`src/rtl/irqi_pkg.sv`:
```
package irqi_pkg;
  localparam int XLEN  = 32;
  localparam int PC_W  = 20;
  localparam int PAD_W = XLEN - PC_W - 2;

  localparam int FLAG_Z_BIT = PC_W;
  localparam int FLAG_C_BIT = PC_W + 1;

  localparam logic [1:0] CFG_CTRL   = 2'd0;
  localparam logic [1:0] CFG_PERIOD = 2'd1;
  localparam logic [1:0] CFG_HOLD   = 2'd2;

  localparam int CTRL_EN  = 0;
  localparam int CTRL_SRC = 1;
  localparam int CTRL_CLR = 2;

  function automatic logic [XLEN-1:0] pack_link(input logic c, input logic z,
                                                input logic [PC_W-1:0] pc);
    return {{PAD_W{1'b0}}, c, z, pc};
  endfunction
endpackage

```
`src/rtl/irqi_cfg.sv`:
```
module irqi_cfg
  import irqi_pkg::*;
#(
  parameter int CNT_W = 16
) (
  input  logic             clk,
  input  logic             rst_n,
  input  logic             cfg_we,
  input  logic [1:0]       cfg_addr,
  input  logic [CNT_W-1:0] cfg_wdata,
  output logic             ctl_en,
  output logic             ctl_src_pin,
  output logic             clr_pulse,
  output logic             period_wr,
  output logic [CNT_W-1:0] period_val,
  output logic [CNT_W-1:0] hold_val
);
  logic             en_q, en_d, src_q, src_d;
  logic [CNT_W-1:0] per_q, per_d, hold_q, hold_d;
  logic             wr_ctrl, wr_per, wr_hold;

  assign wr_ctrl = cfg_we && (cfg_addr == CFG_CTRL);
  assign wr_per  = cfg_we && (cfg_addr == CFG_PERIOD);
  assign wr_hold = cfg_we && (cfg_addr == CFG_HOLD);

  always_comb begin
    en_d   = en_q;
    src_d  = src_q;
    per_d  = per_q;
    hold_d = hold_q;
    if (wr_ctrl) begin
      en_d  = cfg_wdata[CTRL_EN];
      src_d = cfg_wdata[CTRL_SRC];
    end
    if (wr_per)  per_d  = cfg_wdata;
    if (wr_hold) hold_d = cfg_wdata;
  end

  always_ff @(posedge clk or negedge rst_n) begin
    if (!rst_n) begin
      en_q   <= 1'b0;
      src_q  <= 1'b0;
      per_q  <= '0;
      hold_q <= '0;
    end else begin
      en_q   <= en_d;
      src_q  <= src_d;
      per_q  <= per_d;
      hold_q <= hold_d;
    end
  end

  assign ctl_en      = en_q;
  assign ctl_src_pin = src_q;
  assign clr_pulse   = wr_ctrl & cfg_wdata[CTRL_CLR];
  assign period_wr   = wr_per;
  assign period_val  = per_q;
  assign hold_val    = hold_q;
endmodule

```
`src/rtl/irqi_evt.sv`:
```
module irqi_evt #(
  parameter int CNT_W = 16
) (
  input  logic             clk,
  input  logic             rst_n,
  input  logic             run_timer,
  input  logic             src_pin,
  input  logic [CNT_W-1:0] period,
  input  logic             reload,
  input  logic             pin_evt,
  input  logic             clr,
  input  logic             take,
  output logic             pending
);
  logic [CNT_W-1:0] tcnt_q, tcnt_d;
  logic             prev_q, pend_q, pend_d;
  logic             tmr_pulse, pin_edge;

  assign tmr_pulse = run_timer & ~reload & (tcnt_q == '0);
  assign pin_edge  = src_pin & pin_evt & ~prev_q;

  always_comb begin
    if (!run_timer || reload || (tcnt_q == '0)) tcnt_d = period;
    else                                        tcnt_d = tcnt_q - 1'b1;
    pend_d = (tmr_pulse | pin_edge) | (pend_q & ~take & ~clr);
  end

  always_ff @(posedge clk or negedge rst_n) begin
    if (!rst_n) begin
      tcnt_q <= '0;
      prev_q <= 1'b0;
      pend_q <= 1'b0;
    end else begin
      tcnt_q <= tcnt_d;
      prev_q <= pin_evt;
      pend_q <= pend_d;
    end
  end

  assign pending = pend_q;
endmodule

```
`src/rtl/irqi_holdoff.sv`:
```
module irqi_holdoff #(
  parameter int CNT_W = 16
) (
  input  logic             clk,
  input  logic             rst_n,
  input  logic             take,
  input  logic [CNT_W-1:0] hold_val,
  output logic             ready
);
  logic [CNT_W-1:0] hcnt_q, hcnt_d;
  logic             hcnt_ce;

  assign hcnt_ce = take | (hcnt_q != '0);

  always_comb begin
    if (take) hcnt_d = hold_val;
    else      hcnt_d = hcnt_q - 1'b1;
  end

  always_ff @(posedge clk or negedge rst_n) begin
    if (!rst_n)       hcnt_q <= '0;
    else if (hcnt_ce) hcnt_q <= hcnt_d;
  end

  assign ready = (hcnt_q == '0);
endmodule

```
`src/rtl/irq_call_injector.sv`:
```
module irq_call_injector
  import irqi_pkg::*;
#(
  parameter int               CNT_W     = 16,
  parameter int               RF_AW     = 9,
  parameter logic [RF_AW-1:0] LINK_ADDR = 9'h1F0,
  parameter logic [RF_AW-1:0] VEC_ADDR  = 9'h1F1
) (
  input  logic             clk,
  input  logic             rst_n,
  input  logic             cfg_we,
  input  logic [1:0]       cfg_addr,
  input  logic [CNT_W-1:0] cfg_wdata,
  input  logic             pin_evt,
  input  logic             fetch_valid,
  input  logic [PC_W-1:0]  fetch_pc,
  input  logic             cur_c,
  input  logic             cur_z,
  input  logic             ret_req,
  input  logic [XLEN-1:0]  vec_rd_data,
  input  logic [XLEN-1:0]  link_rd_data,
  output logic             issue_valid,
  output logic             inject,
  output logic             rf_wr_en,
  output logic [RF_AW-1:0] rf_wr_addr,
  output logic [XLEN-1:0]  rf_wr_data,
  output logic [RF_AW-1:0] rf_rd_vec_addr,
  output logic [RF_AW-1:0] rf_rd_link_addr,
  output logic             redir_valid,
  output logic [PC_W-1:0]  redir_pc,
  output logic             flag_c,
  output logic             flag_z
);
  logic             ctl_en, ctl_src_pin, clr_pulse, period_wr;
  logic [CNT_W-1:0] period_val, hold_val;
  logic             pending, hold_ready, take;
  logic [XLEN-1:0]  tgt_word;
  logic             unused_hi;

  irqi_cfg #(.CNT_W(CNT_W)) u_cfg (
    .clk(clk), .rst_n(rst_n), .cfg_we(cfg_we), .cfg_addr(cfg_addr),
    .cfg_wdata(cfg_wdata), .ctl_en(ctl_en), .ctl_src_pin(ctl_src_pin),
    .clr_pulse(clr_pulse), .period_wr(period_wr), .period_val(period_val),
    .hold_val(hold_val)
  );

  irqi_evt #(.CNT_W(CNT_W)) u_evt (
    .clk(clk), .rst_n(rst_n), .run_timer(ctl_en & ~ctl_src_pin),
    .src_pin(ctl_src_pin), .period(period_val), .reload(period_wr),
    .pin_evt(pin_evt), .clr(clr_pulse), .take(take), .pending(pending)
  );

  irqi_holdoff #(.CNT_W(CNT_W)) u_hold (
    .clk(clk), .rst_n(rst_n), .take(take), .hold_val(hold_val),
    .ready(hold_ready)
  );

  assign take = ctl_en & pending & hold_ready & fetch_valid & ~ret_req;

  assign inject          = take;
  assign issue_valid     = fetch_valid & ~take;
  assign rf_wr_en        = take;
  assign rf_wr_addr      = LINK_ADDR;
  assign rf_wr_data      = pack_link(cur_c, cur_z, fetch_pc);
  assign rf_rd_vec_addr  = VEC_ADDR;
  assign rf_rd_link_addr = LINK_ADDR;

  assign tgt_word    = ret_req ? link_rd_data : vec_rd_data;
  assign redir_valid = take | ret_req;
  assign redir_pc    = tgt_word[PC_W-1:0];
  assign flag_c      = tgt_word[FLAG_C_BIT];
  assign flag_z      = tgt_word[FLAG_Z_BIT];

  assign unused_hi = ^tgt_word[XLEN-1:PC_W+2];
endmodule

```
`config.mk`:
```
export PLATFORM = sky130hd
export DESIGN_NAME = irq_call_injector
export DESIGN_NICKNAME = d
export VERILOG_FILES = /design/src/rtl/irqi_pkg.sv /design/src/rtl/irqi_cfg.sv /design/src/rtl/irqi_evt.sv /design/src/rtl/irqi_holdoff.sv /design/src/rtl/irq_call_injector.sv
export SDC_FILE = /design/constraint.sdc
export NUM_CORES = 1
export LEC_CHECK = 0
export BUFFER_PORTS_ARGS = -buffer_cell sky130_fd_sc_hd__buf_2
export CELL_PAD_IN_SITES_DETAIL_PLACEMENT = 1
export CELL_PAD_IN_SITES_GLOBAL_PLACEMENT = 1
export CORE_ASPECT_RATIO = 1.75
export CORE_MARGIN = 4
export CORE_UTILIZATION = 35
export CTS_CLUSTER_DIAMETER = 120
export DETAILED_ROUTE_END_ITERATION = 7
export HOLD_SLACK_MARGIN = 0.08
export PLACE_DENSITY_LB_ADDON = 0.1
export SLEW_MARGIN = 20
export SYNTH_ARGS = -nofsm -noshare
export SYNTH_HDL_FRONTEND = slang
export SYNTH_SLANG_ARGS = --single-unit
```
`constraint.sdc`:
```
create_clock -name clk -period 2.4 [get_ports clk]
set_clock_uncertainty 0.1 [all_clocks]
set_input_delay 0.36 -clock clk [delete_from_list [all_inputs] [get_ports clk]]
set_output_delay 0.36 -clock clk [all_outputs]
set_load 0.02 [all_outputs]
```
# After elaboration in Yosys (flattened, before gate mapping)
# Cells that the tools add are included.
[word_totals]
input_bits = 110
elab_cells = 48
regBits = 68
out_inout_bits = 85
[classes]
bitwise_logic = 23
mux = 3
n_addsub = 2
n_reduce_logical = 10
n_eq_ne = 2
[ops]
columns = ["operator", "count"]
rows = [
  ["$logic_not A16 Y1", 2],
  ["$mux W16", 2],
  ["$sub A16 B1 Y16 const B", 2],
  ["$mux W22", 1],
  ["$reduce_bool A16 Y1", 1],
  ["$and A1 B1 Y1", 13],
  ["$not A1 Y1", 6],
  ["$or A1 B1 Y1", 4],
  ["$logic_and A1 B1 Y1", 3],
  ["$eq A2 B1 Y1 const B", 1],
  ["$eq A2 B2 Y1 const B", 1],
  ["$logic_not A2 Y1", 1],
  ["$logic_or A1 B1 Y1", 2],
  ["$logic_not A1 Y1", 1],
]

# Depth between registers and ports, before layout
[depth]
depth_word = 8
depth_mapped = 9
depth_no_buf = 6

# Modules after synthesis
# Synthesis repeated with hierarchy kept, for this count alone.
[unflattened]
cells_unflattened = 365
hier_area_um2 = 4289.1
[by_module_without_submodules]
columns = ["mod", "seq_area_each_um2", "instances", "cells_per_inst", "area_each_um2"]
rows = [
  ["irqi_cfg", 850.8, 1, 75, 1390.1],
  ["irqi_evt", 450.4, 1, 90, 1052.3],
  ["irqi_holdoff", 400.4, 1, 107, 999.7],
  ["irq_call_injector", 0.0, 1, 93, 847.1],
]

# Worst setup path after synthesis
# Ideal clock, no wire load.
[synth_path]
kind = "reg2out"
startpoint = "reg u_hold.hcnt_q[0]"
endpoint = "out issue_valid"
n_path_buf = 3
arrival_time_ps = 1789
path_stages_with_launch = 10
required_ps = 1940
setup_slack_ps = 151
cell_sequence = "dfrtp_1 inv_1 ha_1 nor3b_2 and2_1 clkbuf_1 and3_4 buf_6 buf_6 nor2b_1"
[synth_between]
elab_chain_len = 6
[synth_rtl]
columns = ["item", "line", "source"]
rows = [
  ["start, declared", "irqi_holdoff.sv:10", "logic [CNT_W-1:0] hcnt_q, hcnt_d;"],
  ["start signal, assigned", "irqi_holdoff.sv:22", "else if (hcnt_ce) hcnt_q <= hcnt_d;"],
  ["$logic_not A16 Y1", "irqi_holdoff.sv:25", "assign ready = (hcnt_q == '0);"],
  ["$and A1 B1 Y1 (3 in a row)", "irq_call_injector.sv:58", "assign take = ctl_en & pending & hold_ready & fetch_valid & ~ret_req;"],
  ["net inject", "irq_call_injector.sv:23", "output logic inject,"],
  ["$not A1 Y1", "irq_call_injector.sv:61", "assign issue_valid = fetch_valid & ~take;"],
  ["$and A1 B1 Y1", "irq_call_injector.sv:61", ""],
  ["end, declared", "irq_call_injector.sv:22", "output logic issue_valid,"],
]
# The timed path passes the listed nets, and every way through them passes these cells.

# Worst setup path after layout
[layout_path]
startpoint = "reg u_hold.hcnt_q[8]"
endpoint = "out issue_valid"
[layout_between]
elab_chain_len = 6
[layout_rtl]
columns = ["item", "line"]
rows = [
  ["$logic_not A16 Y1", "irqi_holdoff.sv:25"],
  ["$and A1 B1 Y1 (3 in a row)", "irq_call_injector.sv:58"],
  ["$not A1 Y1", "irq_call_injector.sv:61"],
  ["$and A1 B1 Y1", "irq_call_injector.sv:61"],
]
# Every way passes these cells.

==> metrics.md <==
| Metric | Value |
|---|---|
| Layout Utilization | `43.08%` |
| CP bufs+invs | `1` |
| Post-synthesis mux area share | `roughly a fifth` |
| P&R area growth vs syn | `19.87%` |
| Simple-Gate Fraction of Synth Area | `between 10 and 15%` |
| Die height | `roughly 150 um` |
| Starting Density | `between 30% and 40%` |
| Wire length on met1 | `~3500 um` |
| Root buf cell | `clkbuf_16` |
| Placed inst area | `4403 um2` |
| DP HPWL | `7576 um` |
| IO Count | `195` |
| Share of post-route cells with drive strength above 1 | `between 40 and 50%` |
| Max Slew Vio Count | `0` |
| Area of the multi-input gates | `around 1900 um2` |
| Fin area | `~4800 um2` |
| Largest net degree at the start of global routing | `between 60 and 70` |
| Worst path arrival time | `~1.9 ns` |
| Routed via count | `about 2,900` |
| Largest family of logic cells by synthesized area | `multiplexers` |
| CP Class | `reg2out` |
| First drt pass iteration count | `4` |
| HP Class | `in2reg` |
| Post-Layout Cell Count | `just under 600` |
| Static Leak | `0.002138 uW` |
| Worst relative slew slack | `a little over three fifths` |
| CP peak stage delay | `between 0.4 and 0.5 ns` |
| Vias in the first global route | `just over 3,000` |
| Register area | `about 1700 um2` |
| Post-Synthesis Cells | `around 350` |
| Sequential share of the synthesized area | `between 40% and 50%` |
| WL final | `9961 um` |
| Vias per cell | `about 5` |
| Filler Cell Count | `approximately 1,300` |
| Setup ws final | `approximately 0.07 ns` |
| Startpoint Class | `flop` |
| DR WL met3 | `roughly 440 um` |
| Worst-Skew Late Latency | `0.33 ns` |
| Mapped Area | `~4000 um2` |
| Grt total ovfl | `0` |
| Max Root-Sink Buffers | `2` |
| Global-route usage over all layers | `15.51%` |
| Worst slack, placed | `around 0.086 ns` |
| Mean post-synth cell area | `between 10 and 15 um2` |
| Top delay family on crit path | `simple AND/OR/NAND/NOR gates` |
| Commonest cells post-synth | `dfrtp_1, mux2_2, buf_4, xnor2_1, nand2_1` |
| Row cnt | `a little over 50` |
| CP required | `slightly below 2 ns` |
| Ys flop type | `dfrtp_1` |
| PortBufs | `between 90 and 100` |
| Core Region | `approximately 11,000 um2` |
| Antenna Nets Post-Route | `0` |
| Post-Synth XOR/XNOR Area | `~4.3%` |
| CTS tree | `yes` |
| Post-synthesis compound-gate area fraction | `5.332%` |
| Wirelength per Cell | `between 15 and 20 um` |
| Crit-path slowest cell | `nor4_4` |
| Final Hold Violating Endpoints | `0` |
| Post-synth EDFFs | `0` |
| CP endpoint kind | `output port` |
| Worst reg2reg setup slack | `roughly 0.34 ns` |
| N_diodes | `0` |
| Clock-pin slew on the worst setup and hold paths | `roughly 0.060 ns` |
| Clock H-tree levels | `3` |
| Initial antenna violation count | `0` |
| Starting DRT DRC Count | `88` |
| Setup TNS | `0 ns` |
| Ys Warns | `0` |
| DR top layer | `met4` |
| Fin crit share | `a little over nine tenths` |
| Area contributors post-synth | `dfrtp_1, mux2_2, buf_4` |
| Setup violations, final | `0` |
| Synth area leader | `dfrtp_1` |
| Yosys cell types | `51` |
| Final #Nets | `between 500 and 600` |
| Critical path peak fanout | `5` |
| Synth Register Bits | `68` |
| FMAX | `~0.43 GHz` |
| Drt drc | `0` |
| Power Dens Cells | `between 700 and 800 nW/um2` |
| CP dominant cell by count | `and3_4` |
| DIE WIDTH | `89.18 um` |
| Placed insts | `between 500 and 600` |
| Sink Count | `just under 70` |
| First-pass GRT wire length | `15,700 um` |
| Die area | `~13,000 um2` |
| Worst slew pin tran | `between 0.5 and 0.6 ns` |
| Final Critical Period | `between 2 and 2.5 ns` |
| CP cell instances | `nor4_4 -> and3_4 -> and3_4 -> nor2b_1 -> buf_2` |
| TritonCTS buffer count | `9` |
| Max IR drop VDD | `approximately 0.41 mV` |
| Run status | `completed` |
| Met2 WL | `between 5000 and 6000 um` |
| Top cell type's share of synthesized area | `42.16%` |
| Synth Area in Adders | `roughly 1.2%` |
| Routability cong. | `~0.76` |
| Maxcap violations | `0` |
| Synth async-reset ratio | `100.0%` |
==> metrics by stage <==
step,hold WS (ns),power [uW]
after CTS,0.1691,3709
after global placement,0.3128,2259
final,0.1815,3652
after detailed placement,0.3223,2297
after floorplan,-0.03559,2128
after global routing,0.1792,3852
==> what timing repair did <==
| action | 4_1_cts | 5_1_grt |
|---|---|---|
| cloned | 0 | 0 |
| hold endpoints to repair | 69 | 0 |
| pin swaps | 2 | 4 |
| setup buffers | 5 | 4 |
| resized for setup | 6 | 4 |
| hold buffers | 2 | 0 |
| endpoints found under the setup margin | 8 | 2 |
==> cell type report <==
| type | instances | share of cell area [%] |
|---|---|---|
| clock inverters | 6 | 1.474 |
| multi-input cells | 240 | 40.21 |
| flip-flops and latches | 68 | 35.20 |
| repair buffers | 120 | 14.22 |
| well taps | 132 | 3.413 |
| inverters | 7 | 0.5431 |
| clock buffers | 10 | 4.939 |
==> state kept, by name, summed over array words and instances, names as in the netlist <==
register / cells
u_cfg.ctl_en: 1
u_hold.hcnt_q: 16
u_evt.tcnt_q: 16
u_cfg.ctl_src_pin: 1
u_evt.pending: 1
u_cfg.period_val: 16
u_cfg.hold_val: 16
u_evt.prev_q: 1
==> worst paths after layout <==
path                                                  from                              end  depth (start not counted)
min                                           cfg_wdata[8]    u_cfg.hold_val[8]$_DFFE_PN0P_                          2
max reg2reg                      u_evt.tcnt_q[0]$_DFF_PN0_       u_evt.tcnt_q[11]$_DFF_PN0_                          5
max                           u_hold.hcnt_q[8]$_DFFE_PN0P_                      issue_valid                          5
min reg2reg                u_cfg.period_val[8]$_DFFE_PN0P_        u_evt.tcnt_q[8]$_DFF_PN0_                          1
max in group asynchronous                            rst_n     u_hold.hcnt_q[1]$_DFFE_PN0P_                          3
min in group asynchronous                            rst_n  u_cfg.period_val[6]$_DFFE_PN0P_                          3
==> worst reg2reg max path, cell delays in order (launching register included) <==
cell and delay [ns]:
dfrtp_1 0.42, inv_1 0.11, ha_1 0.24, nor2b_1 0.18, a21oi_4 0.48, mux2_2 0.41
==> power by group <==
group          switching [uW]  internal, uW  total (uW)
sequential                173          1350        1520
combinational             367           390         757
clock                     529           842        1370
total                    1070          2580        3650
==> placed cells by master (no fill, tap or decap), types with 2 or more instances in the layout <==
cell           netlist  layout
inv_6                0       2
dlygate4sd3_1        0       2
clkinvlp_4           0       2
nor2_1              10      10
nor3_1               6       6
nand4_1              9       9
nor3b_1              2       2
nor3_4               2       2
nor4_1               5       5
nand2b_1             3       3
buf_2                2      92
xor2_1               7       7
ha_1                 4       4
xnor2_1             13      13
a221o_1              5       5
nand2_1             12      11
nor3_2               3       3
o2bb2ai_1            5       5
buf_4               60      25
inv_1                7       6
mux2i_1              3       3
and3_4               1       2
mux2_1               2       2
and4b_1              2       2
o21ai_0              3       3
nand3_1              6       5
nand4b_1             2       2
dfrtp_1             68      67
a31oi_1              2       2
nand3b_1             5       5
and4_1               2       2
clkbuf_16            0       9
mux2_2              68      68
nor2b_1              4       4
conb_1               2      37
==> cells by family after synthesis <==
logic type	count (synthesis)
AOI/OAI and AO/OA	26
xor gates and xnor gates	20
adders and majority gates	4
buffers and inverters	79
DFF	68
muxes	73
other	2
and+or+nand+nor	80
==> metal layers <==
layer / vias up / GRT usage [%]
met2: 81 / 28.62
met4: 0 / 6.259
met5: - / 0
li1: 1338 / -
met3: 15 / 2.975
met1: 1449 / 16.68
Note: power is estimated with default switching activity, not from simulation.
